--- src/rtl/fault_regs.sv ---
module fault_regs #(
    parameter int ADDR_W    = 32,
    parameter int PAGE_BITS = 12,
    parameter int VPN_LSB   = 2,
    localparam int VPN_W    = ADDR_W - PAGE_BITS,
    localparam int BASE_W   = ADDR_W - VPN_LSB - VPN_W
) (
    input  logic              clk,
    input  logic              rst_n,
    input  logic              base_ld,
    input  logic [BASE_W-1:0] base_val,
    input  logic              upd_bad,
    input  logic              upd_xlate,
    input  logic [ADDR_W-1:0] fault_addr,
    input  logic              fault_is_fetch,
    output logic [ADDR_W-1:0] bad_addr_q,
    output logic [ADDR_W-1:0] pte_addr_q,
    output logic              data_flag_q
);
    logic [BASE_W-1:0] base_q;
    logic [VPN_W-1:0]  vpn_q;

    always_ff @(posedge clk or negedge rst_n) begin
        if (!rst_n) begin
            bad_addr_q  <= '0;
            base_q      <= '0;
            vpn_q       <= '0;
            data_flag_q <= 1'b0;
        end else begin
            if (upd_bad) begin
                bad_addr_q <= fault_addr;
            end
            if (base_ld) begin
                base_q <= base_val;
            end
            if (upd_xlate) begin
                vpn_q       <= fault_addr[ADDR_W-1:PAGE_BITS];
                data_flag_q <= !fault_is_fetch;
            end
        end
    end

    assign pte_addr_q = {base_q, vpn_q, {VPN_LSB{1'b0}}};

    // data flag follows the kind of the faulting access
    a_r8_data_flag: assert property (@(posedge clk) disable iff (!rst_n)
        upd_xlate |=> (data_flag_q == !$past(fault_is_fetch)));

    // base field untouched when no base load is requested
    a_r12_base_kept: assert property (@(posedge clk) disable iff (!rst_n)
        !base_ld |=> $stable(pte_addr_q[ADDR_W-1:ADDR_W-BASE_W]));
endmodule

--- config.mk ---
export PLATFORM = sky130hd
export DESIGN_NAME = fault_regs
export DESIGN_NICKNAME = d
export VERILOG_FILES = /design/src/rtl/fault_regs.sv
export SDC_FILE = /design/constraint.sdc
export NUM_CORES = 1
export LEC_CHECK = 0
export BUFFER_PORTS_ARGS = -buffer_cell sky130_fd_sc_hd__buf_2
export CAP_MARGIN = 20
export CORE_MARGIN = 2
export CORE_UTILIZATION = 52
export CTS_BUF_LIST = sky130_fd_sc_hd__clkbuf_8
export DETAILED_ROUTE_END_ITERATION = 10
export PLACE_DENSITY = 0.87
export SYNTH_ARGS = -nofsm -noshare
export SYNTH_HDL_FRONTEND = slang
export SYNTH_SLANG_ARGS = --single-unit
--- constraint.sdc ---
create_clock -name clk -period 1.5 [get_ports clk]
set_input_delay 0.15 -clock clk [delete_from_list [all_inputs] [get_ports clk]]
set_output_delay 0.15 -clock clk [all_outputs]
set_load 0.01 [all_outputs]
==> impl_metrics.toml <==
[status]
status = "finished clean"

[sta]
tns_ns = 0
fin_skew_ns = 0
slew_viol_final = 0
fin_crit_sh = 0.669
fin_ws_ns = 0.497
period_minus_slack_ns = 1.00
setup_viol = 0
fmax_mhz = 997
hold_violations = 0
rsz0062_at_grt = "false"

[drt]
drc_errors = 0
viasPerCell = 4.81
first_pass_iters = 4
drtIter0Drc = 61
wl_um = 4580
vias = 1502
postRouteAntennaNets = 0
post_drt_wl_per_cell_um = 14.7

[setup_path]
worstPathBufferInverterCount = 1
cpPeakStageDelay_ns = 0.39
cpMaxStageDelayCell = "dfrtp_1"
setup.worst_path.start_class = "flop"
crit_chain = "buf_2"
path_max_fanout = 2
end_kind = "output port"
crit_type = "flop to output port"
worstPathArrival_ns = 0.85
r2r_setup_slack_ns = 0.72
r2r_end = "vpn_q[6]$_DFFE_PN0P_"
worstRegToRegCells = 1
worstReg2RegStart = "vpn_q[6]$_DFFE_PN0P_"
cp_top_family = "flip-flops"
required_ns = 1.35

[layout]
post_layout_nonfiller_instances = 312
num-fill-cells = 333
utilization = 0.696
multiInputGateArea_um2 = 828
drive_gt1_frac = 0.729
antenna_cells = 0
syn_to_final_growth_pct = 30.0
nNetsFinal = 302
regArea_um2 = 1580

[run]
drv_cap = 0

[floorplanning]
ios = 113
core-area_um2 = 4690
die_area_um2 = 5400
fp-row-count = 25
die_h_um = 73.5
initial_utilization = 0.535
fp.dieW_um = 73.5

[grt]
overflow = 0
grt_pass1_vias = 1547
grt_pass1_wl_um = 7130
grt_usage = 0.177
grt_antenna_before_repair = 0
grt_max_degree = 64

[placement]
gp_congestion = 0.680
io_buffers = 110
place_ws_ns = 0.428
dp_cells = 295
dp_hpwl_um = 3290

[clock_tree]
cts_sinks = 63
cts_tree = "done"
clock-root-buffer = "clkbuf_8"
htreeDepth = 3
clock_tree.buffer_depth = 2
path_clk_slew_ns = 0.06
cts_buffers = 9
cts_setup_buffers = 0
worstSkewPairLatency_ns = 0.31

[power]
powerDensity_nw_per_um2 = 1200
seqPwrFrac = 0.500
p_comb_frac = 0.168
switching_share = 0.241
p_leak_nw = 1.69
p_switching_w = 0.000944
intPower_w = 0.00298
power.share.clock = 0.333
peakVddDrop_mv = 0.780

[synth]
synth_cells = 137
avgSynthCellArea_um2 = 18.3
synth_cell_types = 10
synth_edf_count = 0
ys_ff_latch = 63
seq_area_frac_synth = 0.628
synth_common_cells = "dfrtp_1 (63), mux2_2 (32), mux2_4 (30)"
synth_area_leader_cell = "dfrtp_1"
synth_area_um2 = 2510
yosysWarningCount = 0
synth-main-ff-cell = "dfrtp_1"
synth_area_leaders = "dfrtp_1 (63%), mux2_4 (18%), mux2_2 (14%)"
async_reset_ff_frac = 1.00
synth_top_area_share = 0.628
synthMostInstantiatedCell = "dfrtp_1"

[hold_path]
hold_path.class = "input port to flop"
holdPathEnd = "bad_addr_q[0]$_DFFE_PN0P_"
min_from = "fault_addr[0]"
holdPathStages = 2
[registers in the layout, summed over array words and instances (netlist names)]
name / cells
data_flag_q: 1
vpn_q: 20
base_q: 10
bad_addr_q: 32
[placed cells by master (no fill, tap or decap), drive strengths merged]
cell type / synthesis / layout
buf: 9 / 112
bufinv: 0 / 1
clkbuf: 0 / 9
clkinv: 0 / 4
conb: 1 / 2
dfrtp: 63 / 63
dlygate4sd3: 0 / 2
inv: 1 / 2
mux2: 62 / 62
mux2i: 1 / 1
[kinds of logic (layout without fill, tap and decap cells)]
group,count (synthesis),count (layout),share of synthesized area
mux,63,63,0.327
flops,63,63,0.628
buf+inv,10,130,0.0438
other cells,1,2,0.00149
[cell type report]
cell class,count,share of cell area
Clock buffer,9,0.0379
Clock inverter,6,0.0165
Inverter,1,0.00115
Multi-Input combinational cell,65,0.254
Sequential cell,63,0.483
Tap cell,54,0.0207
Timing Repair Buffer,114,0.187
[worst max-delay path by stage]
| stage | start | endpoint | depth (start not counted) |
|---|---|---|---|
| after floorplan | upd_bad | bad_addr_q[0]$_DFFE_PN0P_ | 3 |
| after global placement | upd_xlate | vpn_q[3]$_DFFE_PN0P_ | 2 |
| after detailed placement | upd_xlate | vpn_q[12]$_DFFE_PN0P_ | 2 |
| after CTS | vpn_q[6]$_DFFE_PN0P_ | pte_addr_q[8] | 1 |
| after global routing | bad_addr_q[27]$_DFFE_PN0P_ | bad_addr_q[27] | 1 |
| final | vpn_q[13]$_DFFE_PN0P_ | pte_addr_q[15] | 1 |
[stage by stage]
stage | area, um^2 | hold slack (ns) | power [W]
floorplan | 2510 | -0.146 | 0.00235
CTS | 3260 | 0.0482 | 0.00399
global placement | 3070 | 0.179 | 0.00263
finish | 3260 | 0.0656 | 0.00392
detailed placement | 3070 | 0.181 | 0.00265
global route | 3260 | 0.0352 | 0.00413
[per-layer routing]
layer | vias up | GRT usage | part of all wire
met5 | - | 0 | 0
met1 | 716 | 0.225 | 0.44
met2 | 72 | 0.268 | 0.48
met3 | 4 | 0.0754 | 0.077
met4 | 0 | 0.0727 | 0.0074
li1 | 710 | - | -
[repair_timing]
item,in CTS,in global routing
hold buffers,2,0
resized for setup,0,0
hold endpoints to repair,64,0
[power groups by stage]
stage	clock (W)	sequential [W]	combinational [W]
2_1_floorplan	0	0.00207	0.000284
3_3_place_gp	0	0.00198	0.000645
3_5_place_dp	0	0.00199	0.000665
4_1_cts	0.00136	0.00196	0.000670
5_1_grt	0.00143	0.00198	0.000717
6_report	0.00131	0.00196	0.000657
Power figures use the tool's default switching activity.
